`src/rtl/sd_dp_pkg.sv`:
```
// Shared constants for the SD host data port.
// Assumes 6-bit command indices as used by SD-style cards.
package sd_dp_pkg;
    localparam logic [5:0] CMD_SINGLE_RD = 6'd17;
    localparam logic [5:0] CMD_SINGLE_WR = 6'd24;
    localparam logic [5:0] CMD_APP_PFX   = 6'd55;

    typedef struct packed {
        logic [5:0] idx;
        logic       cnt_en;
        logic       auto_stop;
        logic       after_app;
    } cmd_ctx_t;
endpackage

```
`src/rtl/sd_dp_lane.sv`:
```
// Byte lane engine: splits one CPU word into BYTES card byte handshakes,
// or gathers BYTES card bytes into one word. Lane 0 moves first.
// Assumes BYTES >= 2 and that start is ignored while busy.
module sd_dp_lane #(
    parameter int BYTES = 4,
    localparam int WORD_W = BYTES * 8,
    localparam int LANE_W = $clog2(BYTES)
) (
    input  logic              clk,
    input  logic              rst_n,
    input  logic              start,
    input  logic              we,
    input  logic [WORD_W-1:0] wdata,
    output logic              busy,
    output logic              busy_we,
    output logic              done,
    output logic [WORD_W-1:0] rdata,
    input  logic              rd_valid,
    input  logic [7:0]        rd_byte,
    output logic              rd_ready,
    output logic              wr_valid,
    output logic [7:0]        wr_byte,
    input  logic              wr_ready
);
    logic [LANE_W-1:0] lane;
    logic [WORD_W-1:0] wbuf;
    logic              hs;

    assign rd_ready = busy && !busy_we;
    assign wr_valid = busy && busy_we;
    assign wr_byte  = wbuf[lane*8 +: 8];
    assign hs       = (rd_ready && rd_valid) || (wr_valid && wr_ready);
    assign done     = hs && (lane == LANE_W'(BYTES - 1));

    // Track the access in flight and the lane being moved.
    always_ff @(posedge clk) begin
        if (!rst_n) begin
            busy    <= 1'b0;
            busy_we <= 1'b0;
            lane    <= '0;
            wbuf    <= '0;
        end else if (!busy) begin
            if (start) begin
                busy    <= 1'b1;
                busy_we <= we;
                lane    <= '0;
                wbuf    <= wdata;
            end
        end else if (hs) begin
            lane <= lane + 1'b1;
            if (done) busy <= 1'b0;
        end
    end

    // One capture register per byte lane of the read word.
    for (genvar g = 0; g < BYTES; g++) begin : g_rd_lane
        always_ff @(posedge clk) begin
            if (!rst_n)
                rdata[g*8 +: 8] <= 8'h00;
            else if (rd_ready && rd_valid && lane == LANE_W'(g))
                rdata[g*8 +: 8] <= rd_byte;
        end
    end
endmodule

```
`src/rtl/sd_dp_blkcnt.sv`:
```
// Byte position within a block and the size/count register.
// Upper CNT_W bits hold the block count, lower CNT_W bits are kept as loaded.
// Assumes BLOCK_BYTES is a multiple of STEP.
module sd_dp_blkcnt #(
    parameter int BLOCK_BYTES = 512,
    parameter int STEP = 4,
    parameter int CNT_W = 16,
    localparam int BW = $clog2(BLOCK_BYTES),
    localparam int SZ_W = 2 * CNT_W
) (
    input  logic            clk,
    input  logic            rst_n,
    input  logic            clear,
    input  logic            step,
    input  logic            cnt_en,
    input  logic            ld,
    input  logic [SZ_W-1:0] ld_data,
    output logic [SZ_W-1:0] szc,
    output logic            boundary,
    output logic            last_blk
);
    logic [BW-1:0] bpos;

    assign boundary = step && (bpos == BW'(BLOCK_BYTES - STEP));
    assign last_blk = boundary && cnt_en && (szc[SZ_W-1:CNT_W] == CNT_W'(1));

    // Advance the byte position and wrap it at the block size.
    always_ff @(posedge clk) begin
        if (!rst_n || clear)
            bpos <= '0;
        else if (step)
            bpos <= boundary ? '0 : bpos + BW'(STEP);
    end

    // Load the size/count register or count one block down.
    always_ff @(posedge clk) begin
        if (!rst_n)
            szc <= '0;
        else if (ld)
            szc <= ld_data;
        else if (boundary && cnt_en)
            szc[SZ_W-1:CNT_W] <= szc[SZ_W-1:CNT_W] - 1'b1;
    end
endmodule

```
`src/rtl/sd_dp_timer.sv`:
```
// Completion delay: fire pulses DELAY cycles after start.
// Assumes DELAY >= 1; a restart reloads the delay.
module sd_dp_timer #(
    parameter int DELAY = 8,
    localparam int TW = $clog2(DELAY + 1)
) (
    input  logic clk,
    input  logic rst_n,
    input  logic start,
    output logic fire
);
    logic [TW-1:0] rem;

    // Count the delay down and pulse when it runs out.
    always_ff @(posedge clk) begin
        if (!rst_n) begin
            rem  <= '0;
            fire <= 1'b0;
        end else begin
            fire <= 1'b0;
            if (start)
                rem <= TW'(DELAY);
            else if (rem != '0) begin
                rem <= rem - 1'b1;
                if (rem == TW'(1)) fire <= 1'b1;
            end
        end
    end
endmodule

```
`src/rtl/sd_data_port.sv`:
```
// SD host data port: CPU word accesses to card byte streams, block
// counting, completion delay, available flags and event pulses.
// Assumes the CPU does not strobe a command while an access is in flight.
module sd_data_port
    import sd_dp_pkg::*;
#(
    parameter int BYTES = 4,
    parameter int BLOCK_BYTES = 512,
    parameter int CNT_W = 16,
    parameter int DONE_DELAY = 8,
    localparam int WORD_W = BYTES * 8,
    localparam int SZ_W = 2 * CNT_W
) (
    input  logic              clk,
    input  logic              rst_n,
    input  logic              cmd_wr,
    input  logic [5:0]        cmd_idx,
    input  logic              cmd_cnt_en,
    input  logic              cmd_auto_stop,
    input  logic              szc_wr,
    input  logic [SZ_W-1:0]   szc_wdata,
    output logic [SZ_W-1:0]   szc_rdata,
    input  logic              dat_req,
    input  logic              dat_we,
    input  logic [WORD_W-1:0] dat_wdata,
    output logic [WORD_W-1:0] dat_rdata,
    output logic              dat_wait,
    input  logic              card_rd_valid,
    input  logic [7:0]        card_rd_data,
    output logic              card_rd_ready,
    input  logic              card_more,
    output logic              card_wr_valid,
    output logic [7:0]        card_wr_data,
    input  logic              card_wr_ready,
    output logic              data_avail,
    output logic              space_avail,
    output logic              ev_data_end,
    output logic              ev_data_avail,
    output logic              ev_space_avail,
    output logic              stop_req
);
    cmd_ctx_t ctx;
    logic     app_pending;
    logic     busy, busy_we, acc_done;
    logic     blk_bound, blk_last;
    logic     tmr_fire;
    logic     de_q, st_q;
    logic     da_n, sa_n, de_n, st_n, eda_n, esa_n;

    sd_dp_lane #(.BYTES(BYTES)) lane_i (
        .clk(clk), .rst_n(rst_n),
        .start(dat_req), .we(dat_we), .wdata(dat_wdata),
        .busy(busy), .busy_we(busy_we), .done(acc_done), .rdata(dat_rdata),
        .rd_valid(card_rd_valid), .rd_byte(card_rd_data), .rd_ready(card_rd_ready),
        .wr_valid(card_wr_valid), .wr_byte(card_wr_data), .wr_ready(card_wr_ready)
    );

    sd_dp_blkcnt #(.BLOCK_BYTES(BLOCK_BYTES), .STEP(BYTES), .CNT_W(CNT_W)) blk_i (
        .clk(clk), .rst_n(rst_n),
        .clear(cmd_wr), .step(acc_done && !cmd_wr), .cnt_en(ctx.cnt_en),
        .ld(szc_wr), .ld_data(szc_wdata), .szc(szc_rdata),
        .boundary(blk_bound), .last_blk(blk_last)
    );

    // Pick a delayed or same-cycle completion.
    if (DONE_DELAY > 0) begin : g_delay
        sd_dp_timer #(.DELAY(DONE_DELAY)) tmr_i (
            .clk(clk), .rst_n(rst_n), .start(blk_last), .fire(tmr_fire)
        );
    end else begin : g_nodelay
        assign tmr_fire = 1'b0;
    end

    assign dat_wait       = busy;
    assign ev_data_end    = de_q || tmr_fire;
    assign stop_req       = st_q || (tmr_fire && ctx.auto_stop);

    // Work out the flags and events of the completing access.
    always_comb begin
        da_n  = data_avail;
        sa_n  = space_avail;
        de_n  = 1'b0;
        st_n  = 1'b0;
        eda_n = 1'b0;
        esa_n = 1'b0;
        if (acc_done) begin
            if (!busy_we) begin
                da_n = 1'b1;
                if (blk_last) da_n = 1'b0;
                if (blk_bound && !ctx.after_app && ctx.idx == CMD_SINGLE_RD) begin
                    da_n = 1'b0;
                    de_n = 1'b1;
                end
                if (!card_more) begin
                    da_n = 1'b0;
                    de_n = 1'b1;
                end
                eda_n = da_n;
            end else begin
                sa_n = 1'b1;
                if (blk_bound && !ctx.after_app && ctx.idx == CMD_SINGLE_WR) begin
                    sa_n = 1'b0;
                    de_n = 1'b1;
                end
                esa_n = sa_n;
            end
            if (blk_last && DONE_DELAY == 0) begin
                de_n = 1'b1;
                st_n = ctx.auto_stop;
            end
        end
        if (cmd_wr) begin
            da_n  = 1'b0;
            sa_n  = 1'b0;
            de_n  = 1'b0;
            st_n  = 1'b0;
            eda_n = 1'b0;
            esa_n = 1'b0;
        end
    end

    // Register flags and event pulses.
    always_ff @(posedge clk) begin
        if (!rst_n) begin
            data_avail     <= 1'b0;
            space_avail    <= 1'b0;
            de_q           <= 1'b0;
            st_q           <= 1'b0;
            ev_data_avail  <= 1'b0;
            ev_space_avail <= 1'b0;
        end else begin
            data_avail     <= da_n;
            space_avail    <= sa_n;
            de_q           <= de_n;
            st_q           <= st_n;
            ev_data_avail  <= eda_n;
            ev_space_avail <= esa_n;
        end
    end

    // Latch the command context and the application prefix history.
    always_ff @(posedge clk) begin
        if (!rst_n) begin
            ctx         <= '0;
            app_pending <= 1'b0;
        end else if (cmd_wr) begin
            ctx.idx       <= cmd_idx;
            ctx.cnt_en    <= cmd_cnt_en;
            ctx.auto_stop <= cmd_auto_stop;
            ctx.after_app <= app_pending;
            app_pending   <= (cmd_idx == CMD_APP_PFX);
        end
    end
endmodule

```
`config.mk`:
```
export PLATFORM = sky130hd
export DESIGN_NAME = sd_data_port
export DESIGN_NICKNAME = d
export VERILOG_FILES = /design/src/rtl/sd_dp_pkg.sv /design/src/rtl/sd_dp_lane.sv /design/src/rtl/sd_dp_blkcnt.sv /design/src/rtl/sd_dp_timer.sv /design/src/rtl/sd_data_port.sv
export SDC_FILE = /design/constraint.sdc
export NUM_CORES = 1
export LEC_CHECK = 0
export ABC_CLOCK_PERIOD_IN_PS = 4000
export BUFFER_PORTS_ARGS = -buffer_cell sky130_fd_sc_hd__buf_2
export CAP_MARGIN = 30
export CORE_MARGIN = 5
export CORE_UTILIZATION = 46
export DETAILED_ROUTE_END_ITERATION = 12
export HOLD_SLACK_MARGIN = 0.1
export PLACE_DENSITY = 0.83
export RECOVER_POWER = 50
export SLEW_MARGIN = 20
export SYNTH_ARGS = -nofsm -noshare
export SYNTH_HDL_FRONTEND = slang
export SYNTH_SLANG_ARGS = --single-unit
```
`constraint.sdc`:
```
create_clock -name clk -period 4 [get_ports clk]
set_input_delay 0.8 -clock clk [delete_from_list [all_inputs] [get_ports clk]]
set_output_delay 0.8 -clock clk [all_outputs]
set_load 0.005 [all_outputs]
```
# ---- Word level (Yosys, flattened, before mapping)
# Index checks and enable logic that the tools add are counted.
# W data, S select, Z words.
dict set report op_classes {
  add_sub_neg 4
  bitwise_logic 5
  shift 1
  n_reduce_logical 39
  n_mux 21
  eq_ne 10
}
# cell count
set ops {}
lappend ops {{$mux W16} 2}
lappend ops {{$shiftx A32 B6 Y8} 1}
lappend ops {{$logic_and A1 B1 Y1} 17}
lappend ops {{$eq A16 B1 Y1 const B} 1}
lappend ops {{$sub A16 B1 Y16 const B} 1}
lappend ops {{$mux W1} 13}
lappend ops {{$eq A6 B5 Y1 const B} 2}
lappend ops {{$add A9 B3 Y9 const B} 1}
lappend ops {{$eq A9 B9 Y1 const B} 1}
lappend ops {{$mux W9} 1}
lappend ops {{$mux W4} 2}
lappend ops {{$reduce_and A2 Y1} 4}
lappend ops {{$reduce_or A4 Y1} 2}
lappend ops {{$eq A6 B6 Y1 const B} 1}
lappend ops {{$mux W2} 3}
lappend ops {{$reduce_bool A2 Y1} 3}
lappend ops {{$reduce_or A3 Y1} 2}
lappend ops {{$not A1 Y1} 5}
lappend ops {{$eq A2 B2 Y1 const B} 2}
lappend ops {{$eq A4 B1 Y1 const B} 1}
lappend ops {{$logic_not A1 Y1} 4}
lappend ops {{$reduce_bool A4 Y1} 1}
lappend ops {{$reduce_or A2 Y1} 2}
lappend ops {{$sub A4 B1 Y4 const B} 1}
lappend ops {{5 further kinds} 7}
dict set report word_totals {
  in_bits 89
  ff_bits 129
  wordCells 104
}

# ---- Logic depth before layout (Yosys ltp)
# Gate-level depths: netlist of run 1.
dict set report logic_depth {
  word_depth 12
  depth_mapped 7
}

# ---- Modules after synthesis
# From an unflattened synthesis of run 1, not the netlist that was laid out.
dict set report unflattened {
  hier_cells 590
  hier_area_um2 5501.5
}
# mod cells_each area_per_inst_um2 n_inst seq_area_each_um2
set modules_own_cells {}
lappend modules_own_cells {sd_dp_lane 295 2727.6 1 1361.3}
lappend modules_own_cells {sd_dp_blkcnt 211 1894.3 1 780.7}
lappend modules_own_cells {sd_data_port 61 644.4 1 300.3}
lappend modules_own_cells {sd_dp_timer 23 235.2 1 100.1}

# ---- Worst setup path before layout of run 1
# No wires, ideal clock.
dict set report synth_timing {
  kind {input to register}
  startpoint {in cmd_wr}
  endpoint {reg data_avail}
  slack_ns 1.465
  setup_ns 0.138
  t_arrival_ns 2.397
  n_path_buf 3
  stages 7
  t_required_ns 3.862
  cell_sequence {clkbuf_1 > and4b_1 > clkbuf_1 > and4_1 > clkbuf_1 > nor4b_2 > o21ai_0}
}
dict set report synth_via {
  elab_chain_len 8
  elab_cells_between_ends 11
  cone_classes {mux: 3; reduce/logical: 8}
}
# item line_no
set synth_rtl {}
lappend synth_rtl {{start: declaration} sd_data_port.sv:16} ;# input logic cmd_wr,
lappend synth_rtl {{$logic_not A1 Y1} sd_data_port.sv:60} ;# .clear(cmd_wr), .step(acc_done && !cmd_wr), .cnt_en(ctx.cnt_en),
lappend synth_rtl {{$logic_and A1 B1 Y1} sd_data_port.sv:60}
lappend synth_rtl {{$logic_and A1 B1 Y1} sd_dp_blkcnt.sv:24} ;# assign boundary = step && (bpos == BW'(BLOCK_BYTES - STEP));
lappend synth_rtl {{$logic_and A1 B1 Y1 (2 in a row)} sd_dp_blkcnt.sv:25} ;# assign last_blk = boundary && cnt_en && (szc[SZ_W-1:CNT_W] == CNT_W'(1));
lappend synth_rtl {{$mux W1} sd_data_port.sv:89} ;# if (blk_last) da_n = 1'b0;
lappend synth_rtl {{$mux W1} sd_data_port.sv:90} ;# if (blk_bound && !ctx.after_app && ctx.idx == CMD_SINGLE_RD) begin
lappend synth_rtl {{$mux W1} sd_data_port.sv:94} ;# if (!card_more) begin
lappend synth_rtl {{end signal: assignment} sd_data_port.sv:132} ;# data_avail <= da_n;
lappend synth_rtl {{end: declaration} sd_data_port.sv:35} ;# output logic data_avail,
# Several ways; a longest one is shown, not always the timed one.
# A chain may end at the register's enable or synchronous reset.

# ---- Final worst setup path of run 1
dict set report layout_timing {
  startpoint {in rst_n}
  endpoint {reg g_delay.tmr_i.rem[2]}
}
dict set report layout_via {
  elab_chain_len 2
}
# item line_no
set layout_rtl {}
lappend layout_rtl {{start: declaration} sd_data_port.sv:15} ;# input logic rst_n,
lappend layout_rtl {{$not A1 Y1 (no line)} --}
lappend layout_rtl {{$reduce_or A2 Y1 (no line)} --}
lappend layout_rtl {{end signal: assignment} sd_dp_timer.sv:22} ;# rem <= TW'(DELAY);
lappend layout_rtl {{end signal: assignment} sd_dp_timer.sv:24} ;# rem <= rem - 1'b1;
lappend layout_rtl {{end: declaration} sd_dp_timer.sv:12} ;# logic [TW-1:0] rem;
# Every way passes these cells.

==> run summary, run 1 <==
synth warn = 0
Worst R2R Setup Slack = 1.17 ns
placed wire-length estimate = 10.4 mm
Remaining DRCs = 0
largest area contributor in the synthesized netlist = dfxtp_1
reg2reg end = data_avail$_SDFFE_PP0P_
Area contributors post-synth = dfxtp_1 45%, nand2_1 9.5%, a21boi_0 8.9%, mux2i_1 4.8%, nor2b_1 3.4%
Core ar. = 12000 um2
CP startpoint kind = input pin
RSZ-0062 raised after global routing = false
final worst path period need = 3.14 ns
Power per Cell Area = 464 nW/um2
number of synthesized flops with an enable pin = 0
data arrival time of the worst path = 3.46 ns
Top FF cell, synth = dfxtp_1
Syn Area/Cell = 8.91 um2
Initial Util = 0.469
met3 WL = 1.09 mm
DRT Pass-1 Iters = 5
largest net degree at the start of global routing = 53
CTS tree = built
Layout Nets = 885
CTS Hold Buffers Added = 0
clk buf depth = 2
Tcrit/Tclk final = 0.785
endpoint class of the critical path = register
synthesized area = 5630 um2
Hold Path Class = register to register
filler instances = 1117
final worst clock skew = 0.00469 ns
Net Count, Synth = 730
vias in the first global route = 4913
Ports = 170
synth cell count leaders = 143 x nand2_1, 127 x dfxtp_1, 67 x a21boi_0
Slew Limit Headroom = -0.160
worst setup path startpoint = rst_n
Reg clk slew, reported paths = 0.05 ns
Worst-Margin Slew = 1.74 ns
CTS resizes = 0
Max Fanout on Critical Path = 52
die span in y = 121 um
die area = 14600 um2
routed len/inst = 15.3 um
Via density = 5.31
Area Growth Syn to Fin = 26.1%
via count = 5032
outcome = finished with violations
Antenna Cells = 0
met2 WL = 6.82 mm
Tot GR Track Use = 0.204
Crit Path Class = input pin to register
CP Data Required Time = 4.32 ns
share of post-route cells with drive strength above 1 = 0.224
Routability Congestion = 0.838
final hold vios = 0
CP endpoint = g_delay.tmr_i.rem[2]$_SDFFE_PP0N_
Seq cells post-synth = 127
M1 wire length = 6.37 mm
Mapped Cells = 632
GR Overflow Total = 0
Routed Antenna Nets = 0
total chip power = 3.30 mW
RR Startpoint = lane_i.lane[1]$_SDFFE_PN0P_
asr flop ratio synth = 0
CTS Sinks = 127
DR top layer = met4
H-tree depth = 4
Final Max Tran Viols = 53
final setup violating endpoints = 0
area share of the leading cell type in the synthesized netlist = 0.451
top-count cell post-synth = nand2_1
Worst R2R Path Depth = 5
sequential cell area fraction in the yosys report = 0.451
violated checks = max-capacitance violations, max-slew violations
die width = 121 um
Post-CTS Setup Inserts = 0
1st-iter DRT viols = 305
clk root buf = clkbuf_16
first-pass GRT wire length = 23.9 mm
leak pwr = 2.88 nW
worst vdd ir = 0.293 mV
WL final = 14.5 mm
initial antenna violation count = 0
Max Freq = 318 MHz
max_cap viols = 1
std cell rows = 40
Num CTS Buffers = 17
clk_lat worst skew = 0.41 ns
port buffer count = 169
synth unique cells = 46
Setup TNS = 0 ns
## flip-flops by register name, summed over array words and instances, names as in the netlist
name and cells:
app_pending 1, blk_i.bpos 7, blk_i.szc 32, ctx 9, data_avail 1, de_q 1
ev_data_avail 1, ev_space_avail 1, g_delay.tmr_i.fire 1, g_delay.tmr_i.rem 4, lane_i.busy 1, lane_i.busy_we 1
lane_i.lane 2, lane_i.rdata 32, lane_i.wbuf 32, space_avail 1
## metrics by stage
stage                     worst slack (ns)  hold slack [ns]  std cells  area (um2)   util
final                                0.859            0.458        947        7110  0.592
after global routing                 0.598            0.485        947        7110  0.592
after CTS                             1.18            0.462        947        7170  0.597
after detailed placement              1.15            0.455        915        6570  0.547
after global placement                1.24            0.448        914        6560  0.546
after floorplan                       1.47            0.440        632        5630      -
## where the power goes
group / internal (mW) / leakage [nW] / switching [mW] / total, mW
sequential: 1.33 / 1.04 / 0.0543 / 1.39
combinational: 0.183 / 1.55 / 0.197 / 0.380
clock: 0.979 / 0.292 / 0.550 / 1.53
total: 2.50 / 2.88 / 0.802 / 3.30
## logic make-up after synthesis
group                    count (synthesis)  synth area share
AND/OR/NAND/NOR                        282             0.251
XOR/XNOR                                 6           0.00933
buffers and inverters                   51            0.0342
adder cells (fa/ha/maj)                  9            0.0200
multiplexers                            37            0.0840
flip-flops                             127             0.451
AO/OA/AOI/OAI                          120             0.150
## per-layer routing
layer	GRT usage	up-vias
met5	0	-
met4	0.0623	0
met3	0.0636	17
met2	0.330	201
met1	0.261	2312
li1	-	2502
## worst min path at each step
stage	start	to	cells after the start	slack, ns
3_5_place_dp	lane_i.rdata[15]$_SDFFE_PN0P_	lane_i.rdata[15]$_SDFFE_PN0P_	2	0.45
5_1_grt	lane_i.wbuf[6]$_SDFFE_PN0P_	lane_i.wbuf[6]$_SDFFE_PN0P_	2	0.48
3_3_place_gp	lane_i.rdata[6]$_SDFFE_PN0P_	lane_i.rdata[6]$_SDFFE_PN0P_	2	0.45
6_report	lane_i.wbuf[21]$_SDFFE_PN0P_	lane_i.wbuf[21]$_SDFFE_PN0P_	2	0.46
2_1_floorplan	lane_i.wbuf[23]$_SDFFE_PN0P_	lane_i.wbuf[23]$_SDFFE_PN0P_	2	0.44
4_1_cts	lane_i.rdata[15]$_SDFFE_PN0P_	lane_i.rdata[15]$_SDFFE_PN0P_	2	0.46
## critical path, cell delays in order
cell and delay (ns):
clkbuf_1 1.01, clkbuf_1 1.33, nor3b_1 0.31
## final cells by class
type	count	area, um2	area share
well taps	147	184	0.0259
inverters	11	41.3	0.00581
clock inverters	10	109	0.0153
repair buffers	176	845	0.119
clock buffers	22	484	0.0681
multi-input cells	454	2900	0.408
flip-flops and latches	127	2540	0.358
## placed cells by master, fill, tap and decap left out, types with 10 or more instances in the layout
master and instances:
inv_1 10, clkbuf_16 17, o21ai_0 15, nor2b_1 30, nand2_1 143, clkbuf_1 48
buf_2 123, nor2_1 21, mux2i_1 27, nand4_1 12, o31ai_1 10, nand3_1 12
dfxtp_1 127, a21boi_0 67
No activity file was read; power rests on OpenSTA's default activity.
==> run 2, diff against run 1 <==
- ABC_CLOCK_PERIOD_IN_PS: 4000 -> 2630
- PLACE_DENSITY: 0.83 -> 0.85
- clock period: 4 -> 2.63 ns (I/O delays scaled with it)
==> run 2 against run 1 <==
Effect of this change:
- the flow still finishes with violations (max-capacitance violations, max-slew violations)
- critical path depth grew 1
- critical path type is now register to register
- clock power grew 47%
- global-route usage shrank 0.82 points
- final cell count grew 0.84%
- count of clock-buffer cells in the layout grew 1
- clock skew shrank 0.00073 ns
- utilization grew 0.45 points
- die area is the same
- combinational power grew 55%
- sequential share of layout area shrank 0.27 points
- power grew 50%
- highest routed layer unchanged
- routed wire length shrank 2.8%
==> run summary, run 2 (same netlist as run 1, synthesis figures left out) <==
routed len/inst = 14.7 um (-3.6%)
die area = 14600 um2 (unchanged)
Worst R2R Path Depth = 4 (-1)
max_cap viols = 1 (unchanged)
endpoint class of the critical path = register
Max Fanout on Critical Path = 8 (-85%)
Initial Util = 0.469 (unchanged)
filler instances = 1076 (-3.7%)
critical hold path startpoint = card_more
hold path cells = 2 (unchanged)
Via density = 5.22 (-1.7%)
via count = 4987 (-0.89%)
biggest regs = blk_i.szc: 32 flops, lane_i.rdata: 32 flops, lane_i.wbuf: 32 flops
Final Max Tran Viols = 28 (-47%)
Worst R2R Setup Slack = 0.31 ns (-0.86 ns)
CTS Sinks = 127 (unchanged)
Slew Limit Headroom = -0.0632 (+0.0968)
WL final = 14.1 mm (-2.8%)
leak pwr = 2.97 nW (+3.1%)
outcome = finished with violations
placed wire-length estimate = 10.2 mm (-1.9%)
initial antenna violation count = 0 (unchanged)
Worst path depth = 4 (+1)
CP startpoint kind = register
Power per Cell Area = 690 nW/um2 (+49%)
design internal power = 3.73 mW (+49%)
Sw Ratio = 0.245 (+0.00155)
DRT Pass-1 Iters = 4 (-1)
Reg clk slew, reported paths = 0.05 ns (about the same)
Max Freq = 431 MHz
die span in y = 121 um (unchanged)
total chip power = 4.94 mW (+50%)
reg2reg end = blk_i.szc[28]$_SDFFE_PN0P_
port buffer count = 169 (unchanged)
RSZ-0062 raised after global routing = false
Reg area = 2540 um2 (unchanged)
Remaining DRCs = 0 (unchanged)
hold path endpoint = de_q$_SDFF_PP0_
sw power = 1.21 mW (+51%)
final worst clock skew = 0.00397 ns (-0.000726 ns)
critical path's top delay family = simple AND/OR/NAND/NOR gates
H-tree depth = 4 (unchanged)
RR Startpoint = blk_i.szc[18]$_SDFFE_PN0P_
Antenna Cells = 0 (unchanged)
Area Growth Syn to Fin = 27.1%
Crit Path Class = register to register
Buffers & Inverters on Critical Path = 0 (-2)
Layout Nets = 893 (+0.90%)
Routed Antenna Nets = 0 (unchanged)
most common cell after layout, fill and taps aside = nand2_1
Reg power frac = 0.426 (+0.005)
Post-CTS Setup Inserts = 0 (unchanged)
clk_lat worst skew = 0.41 ns (about the same)
combinational share of power = 0.119 (+0.004)
CTS tree = built
Tcrit/Tclk final = 0.882
die width = 121 um (unchanged)
data arrival time of the worst path = 2.66 ns (-0.80 ns)
Num CTS Buffers = 17 (unchanged)
final worst path period need = 2.32 ns
CTS resizes = 0 (unchanged)
vias in the first global route = 4776 (-2.8%)
final setup violating endpoints = 0 (unchanged)
critical-path cell list = or4_4, or4b_1, or4_1, a31oi_1
commonest non-fill, non-tap cells in the layout = 143 x nand2_1, 142 x buf_2, 127 x dfxtp_1, 67 x a21boi_0, 31 x clkbuf_1
CTS Hold Buffers Added = 0 (unchanged)
final hold vios = 0 (unchanged)
hold slack = 0.358 ns (-0.100 ns)
Max stage delay cell, worst path = or4b_1
Tot GR Track Use = 0.196 (-0.00817)
first-pass GRT wire length = 22.7 mm (-5.1%)
Setup TNS = 0 ns (unchanged)
Multi-input gate area = 2900 um2 (unchanged)
GR Overflow Total = 0 (unchanged)
1st-iter DRT viols = 354 (+16%)
CP Data Required Time = 2.97 ns (-1.35 ns)
Ports = 170 (unchanged)
std cell rows = 40 (unchanged)
Core ar. = 12000 um2 (unchanged)
violated checks = max-capacitance violations, max-slew violations
clk root buf = clkbuf_16
Routability Congestion = 0.853 (+1.7%)
clk buf depth = 2 (unchanged)
Worst-Margin Slew = 1.59 ns (-0.145 ns)
worst vdd ir = 0.470 mV (+61%)
share of post-route cells with drive strength above 1 = 0.251 (+0.0275)
max incr delay on CP = 0.63 ns (-0.70 ns)
largest net degree at the start of global routing = 57 (+7.5%)
clock network fraction of total power = 0.455 (-0.009)
Hold Path Class = input pin to register
-- run 2: cell count changes in the layout (fill, tap and decap cells not counted), moves of 2 or more --
cell	delta
buf_2	+19
clkinv_2	-2
buf_4	+6
clkbuf_1	-17
clkinvlp_4	+3
-- run 2: area by class of cell --
cell class | instances | share of cell area
Clock buffer | 23 | 0.0696
Clock inverter | 9 | 0.0115
Inverter | 11 | 0.00577
Multi-Input combinational cell | 454 | 0.405
Sequential cell | 127 | 0.355
Tap cell | 147 | 0.0257
Timing Repair Buffer | 184 | 0.127
-- run 2: metrics by stage --
stage | setup slack, ns | utilization | std cells | cell area [um2]
finish | 0.309 | 0.596 | 955 | 7160
detailed placement | 0.334 | 0.552 | 923 | 6630
CTS | 0.307 | 0.600 | 955 | 7210
floorplan | 0.369 | - | 632 | 5630
global placement | 0.390 | 0.552 | 923 | 6630
global route | 0.141 | 0.596 | 955 | 7160
-- run 2: worst max path at each step --
stage	from	endpoint
after floorplan	cmd_wr	data_avail$_SDFFE_PP0P_
after global placement	blk_i.szc[18]$_SDFFE_PN0P_	blk_i.szc[28]$_SDFFE_PN0P_
after detailed placement	blk_i.szc[18]$_SDFFE_PN0P_	blk_i.szc[28]$_SDFFE_PN0P_
after CTS	blk_i.szc[18]$_SDFFE_PN0P_	blk_i.szc[28]$_SDFFE_PN0P_
after global routing	rst_n	blk_i.szc[30]$_SDFFE_PN0P_
final	blk_i.szc[18]$_SDFFE_PN0P_	blk_i.szc[28]$_SDFFE_PN0P_
-- run 2: layer usage --
metal	GRT usage	routed length, um
met3	0.0767	1010
met2	0.306	6550
met5	0	0
met4	0.0673	172
met1	0.247	6320
-- run 2: power groups by stage --
stage	logic, mW	registers, mW	clock network, mW
global route	0.657	2.11	2.39
detailed placement	0.596	2.14	0
finish	0.588	2.10	2.25
floorplan	0.376	2.13	0
CTS	0.598	2.10	2.29
global placement	0.578	2.14	0
-- run 2: worst register-to-register path, cell delays in order (launching register included) --
cell	delay [ns]
dfxtp_1	0.35
or4_4	0.59
or4b_1	0.64
or4_1	0.51
a31oi_1	0.16
==> run 3, diff against run 2 <==
- PLACE_DENSITY: 0.85 -> 0.86
- SYNTH_HIERARCHICAL: not set -> 1
==> run 3 against run 2 <==
Effect of this change:
- critical endpoint is now de_q$_SDFF_PP0_
- sequential share of layout area is 0.70 points higher
- synthesized area down 2.3%
- clock power barely moved
- clock skew increased by 0.0067 ns
- the flow now finishes without violations
- critical path depth is 6 higher
- combinational power is essentially flat
- via count down 3.4%
- largest cell class unchanged
- final cell count fell by 3.7%
- synthesized cell count shrank 6.6%
- critical path type unchanged
- setup slack got worse by 0.069 ns
==> run summary, run 3 <==
RR Startpoint = lane_i/busy_we$_SDFFE_PN0P_
Tcrit/Tclk final = 0.909 (+0.0262)
die span in y = 119 um (-1.1%)
Antenna Cells = 0 (unchanged)
H-tree depth = 4 (unchanged)
CTS tree = built
filler instances = 1032 (-4.1%)
Slew Limit Headroom = 0.158 (+0.221)
CTS Sinks = 127 (unchanged)
first-pass GRT wire length = 22.6 mm (-0.52%)
Worst-Margin Slew = 1.26 ns (-0.332 ns)
hold path endpoint = blk_i/szc[29]$_SDFFE_PN0P_
outcome = finished clean
worst vdd ir = 0.478 mV (+1.6%)
leak pwr = 2.94 nW (-1.1%)
area share of the leading cell type in the synthesized netlist = 0.462 (+0.0108)
placed wire-length estimate = 10.1 mm (-1.6%)
Area Growth Syn to Fin = 27.7%
Power per Cell Area = 701 nW/um2 (+1.7%)
commonest non-fill, non-tap cells in the layout = 132 x buf_2, 126 x dfxtp_1, 85 x nand2_1, 41 x nand3_1, 36 x clkbuf_1
Ports = 170 (unchanged)
Worst R2R Path Depth = 10 (+6)
Multi-input gate area = 2730 um2 (-5.9%)
Via density = 5.23 (+0.22%)
Setup TNS = 0 ns (unchanged)
Max Freq = 419 MHz (-2.9%)
initial antenna violation count = 0 (unchanged)
CP Data Required Time = 2.95 ns (-0.02 ns)
CP startpoint kind = register
DRT Pass-1 Iters = 4 (unchanged)
largest net degree at the start of global routing = 135 (+140%)
hold slack = 0.364 ns (+0.00663 ns)
number of synthesized flops with an enable pin = 0 (unchanged)
RSZ-0062 raised after global routing = false
clk buf depth = 2 (unchanged)
endpoint class of the critical path = register
Initial Util = 0.464 (-0.00514)
clk root buf = clkbuf_16
final worst path period need = 2.39 ns (+0.0688 ns)
critical hold path startpoint = szc_wdata[29]
Mapped Cells = 590 (-6.6%)
biggest regs = blk_i/szc: 32 flops, lane_i/rdata: 32 flops, lane_i/wbuf: 32 flops
die width = 119 um (-1.1%)
Seq cells post-synth = 127 (unchanged)
placed cell area = 6510 um2 (-1.8%)
Remaining DRCs = 0 (unchanged)
synthesized area = 5500 um2 (-2.3%)
Syn Area/Cell = 9.32 um2 (+4.6%)
Reg clk slew, reported paths = 0.06 ns (about the same)
max_cap viols = 0 (-1)
synth unique cells = 55 (+20%)
data arrival time of the worst path = 2.71 ns (+0.05 ns)
final worst clock skew = 0.0107 ns (+0.00672 ns)
port buffer count = 169 (unchanged)
Routed Antenna Nets = 0 (unchanged)
std cell rows = 40 (unchanged)
Tot GR Track Use = 0.193 (-0.00288)
Reg area = 2540 um2 (about the same)
top-count cell post-synth = dfxtp_1
Max Fanout on Critical Path = 3 (-5)
Num CTS Buffers = 17 (unchanged)
Final Max Tran Viols = 0 (-100%)
post-route cell area = 7020 um2 (-1.9%)
hold path cells = 2 (unchanged)
routed len/inst = 15.2 um (+3.2%)
1st-iter DRT viols = 353 (-0.28%)
WL final = 14.0 mm (-0.59%)
synth warn = 6 (+6)
most common cell after layout, fill and taps aside = buf_2
GR Overflow Total = 0 (unchanged)
via count = 4815 (-3.4%)
asr flop ratio synth = 0 (unchanged)
synth cell count leaders = 127 x dfxtp_1, 85 x nand2_1, 41 x nand3_1
# placed instances = 888 (-3.8%)
Layout Nets = 858 (-3.9%)
share of post-route cells with drive strength above 1 = 0.277 (+0.0256)
fin cells = 920 (-3.7%)
Routability Congestion = 0.893 (+4.7%)
clk_lat worst skew = 0.41 ns (about the same)
Core ar. = 11900 um2 (-1.2%)
Net Count, Synth = 688 (-5.8%)
reg2reg end = de_q$_SDFF_PP0_
die area = 14200 um2 (-2.1%)
vias in the first global route = 4774 (-0.042%)
Worst R2R Setup Slack = 0.24 ns (-0.07 ns)
final setup violating endpoints = 0 (unchanged)
largest area contributor in the synthesized netlist = dfxtp_1
Hold Path Class = input pin to register
Area contributors post-synth = dfxtp_1 46%, nand2_1 5.8%, mux2i_1 5.6%, a21boi_1 4.1%, nand3_1 3.7%
Top FF cell, synth = dfxtp_1
final hold vios = 0 (unchanged)
Post-CTS Setup Inserts = 0 (unchanged)
sequential cell area fraction in the yosys report = 0.462 (+0.0108)
Crit Path Class = register to register
## run 3: cell types whose count changed in the layout (fill, tap and decap cells not counted), moves of 10 or more
cell / before / now
o21ai_1: 0 / 32
o31ai_1: 10 / 0
nand2_1: 143 / 85
a21boi_0: 67 / 30
buf_2: 142 / 132
nand3_1: 12 / 41
## run 3: cells by family after synthesis
| group | count (synthesis) | synth area share |
|---|---|---|
| XOR/XNOR | 12 | 0.0191 |
| AND/OR/NAND/NOR | 238 | 0.233 |
| adder cells (fa/ha/maj) | 9 | 0.0205 |
| AO/OA/AOI/OAI | 112 | 0.131 |
| flip-flops | 127 | 0.462 |
| multiplexers | 40 | 0.0912 |
| buffers and inverters | 52 | 0.0432 |
## run 3: worst max-delay path by stage
| stage | to | from |
|---|---|---|
| 2_1_floorplan | de_q$_SDFF_PP0_ | card_wr_ready |
| 3_3_place_gp | de_q$_SDFF_PP0_ | card_rd_valid |
| 3_5_place_dp | de_q$_SDFF_PP0_ | card_rd_valid |
| 4_1_cts | de_q$_SDFF_PP0_ | lane_i/busy_we$_SDFFE_PN0P_ |
| 5_1_grt | de_q$_SDFF_PP0_ | lane_i/busy_we$_SDFFE_PN0P_ |
| 6_report | de_q$_SDFF_PP0_ | lane_i/busy_we$_SDFFE_PN0P_ |
## run 3: what timing repair did
item | in CTS | in global routing
resized for setup | 0 | 1
hold buffers | 0 | 0
setup endpoints to repair | 0 | 1
## run 3: metal layers
metal | wire (um) | GRT usage | up-vias
li1 | - | - | 2420
met1 | 5940 | 0.232 | 2219
met2 | 6870 | 0.324 | 154
met3 | 890 | 0.0575 | 22
met4 | 281 | 0.0752 | 0
met5 | 0 | 0 | -
## run 3: per-stage QoR
step	util	power, mW	setup WS (ns)
after floorplan	-	2.53	0.0128
after global placement	0.549	2.74	0.109
after detailed placement	0.549	2.75	0.00620
after CTS	0.597	4.97	0.158
after global routing	0.592	5.14	0.0918
final	0.592	4.93	0.241
## run 3: final cells by class
type | count | share of cell area
clock buffers | 17 | 0.0606
flip-flops and latches | 127 | 0.362
well taps | 147 | 0.0262
clock inverters | 15 | 0.0210
multi-input cells | 411 | 0.388
inverters | 16 | 0.00855
repair buffers | 187 | 0.133
## run 3: worst max-delay path, stage by stage (launching register included)
cell and delay [ns]:
dfxtp_2 0.32, mux2i_1 0.11, nor2b_1 0.14, and2_1 0.21, inv_1 0.07, nor2_1 0.12
nand3_1 0.14, nor3_2 0.26, or4bb_1 0.53, o211a_1 0.23, a211oi_2 0.19
## run 3: where the power goes
part / switching (mW) / internal [mW] / total [mW]
Clock: 0.844 / 1.38 / 2.23
Sequential: 0.0778 / 2.03 / 2.11
Combinational: 0.294 / 0.295 / 0.589
Total: 1.22 / 3.71 / 4.93
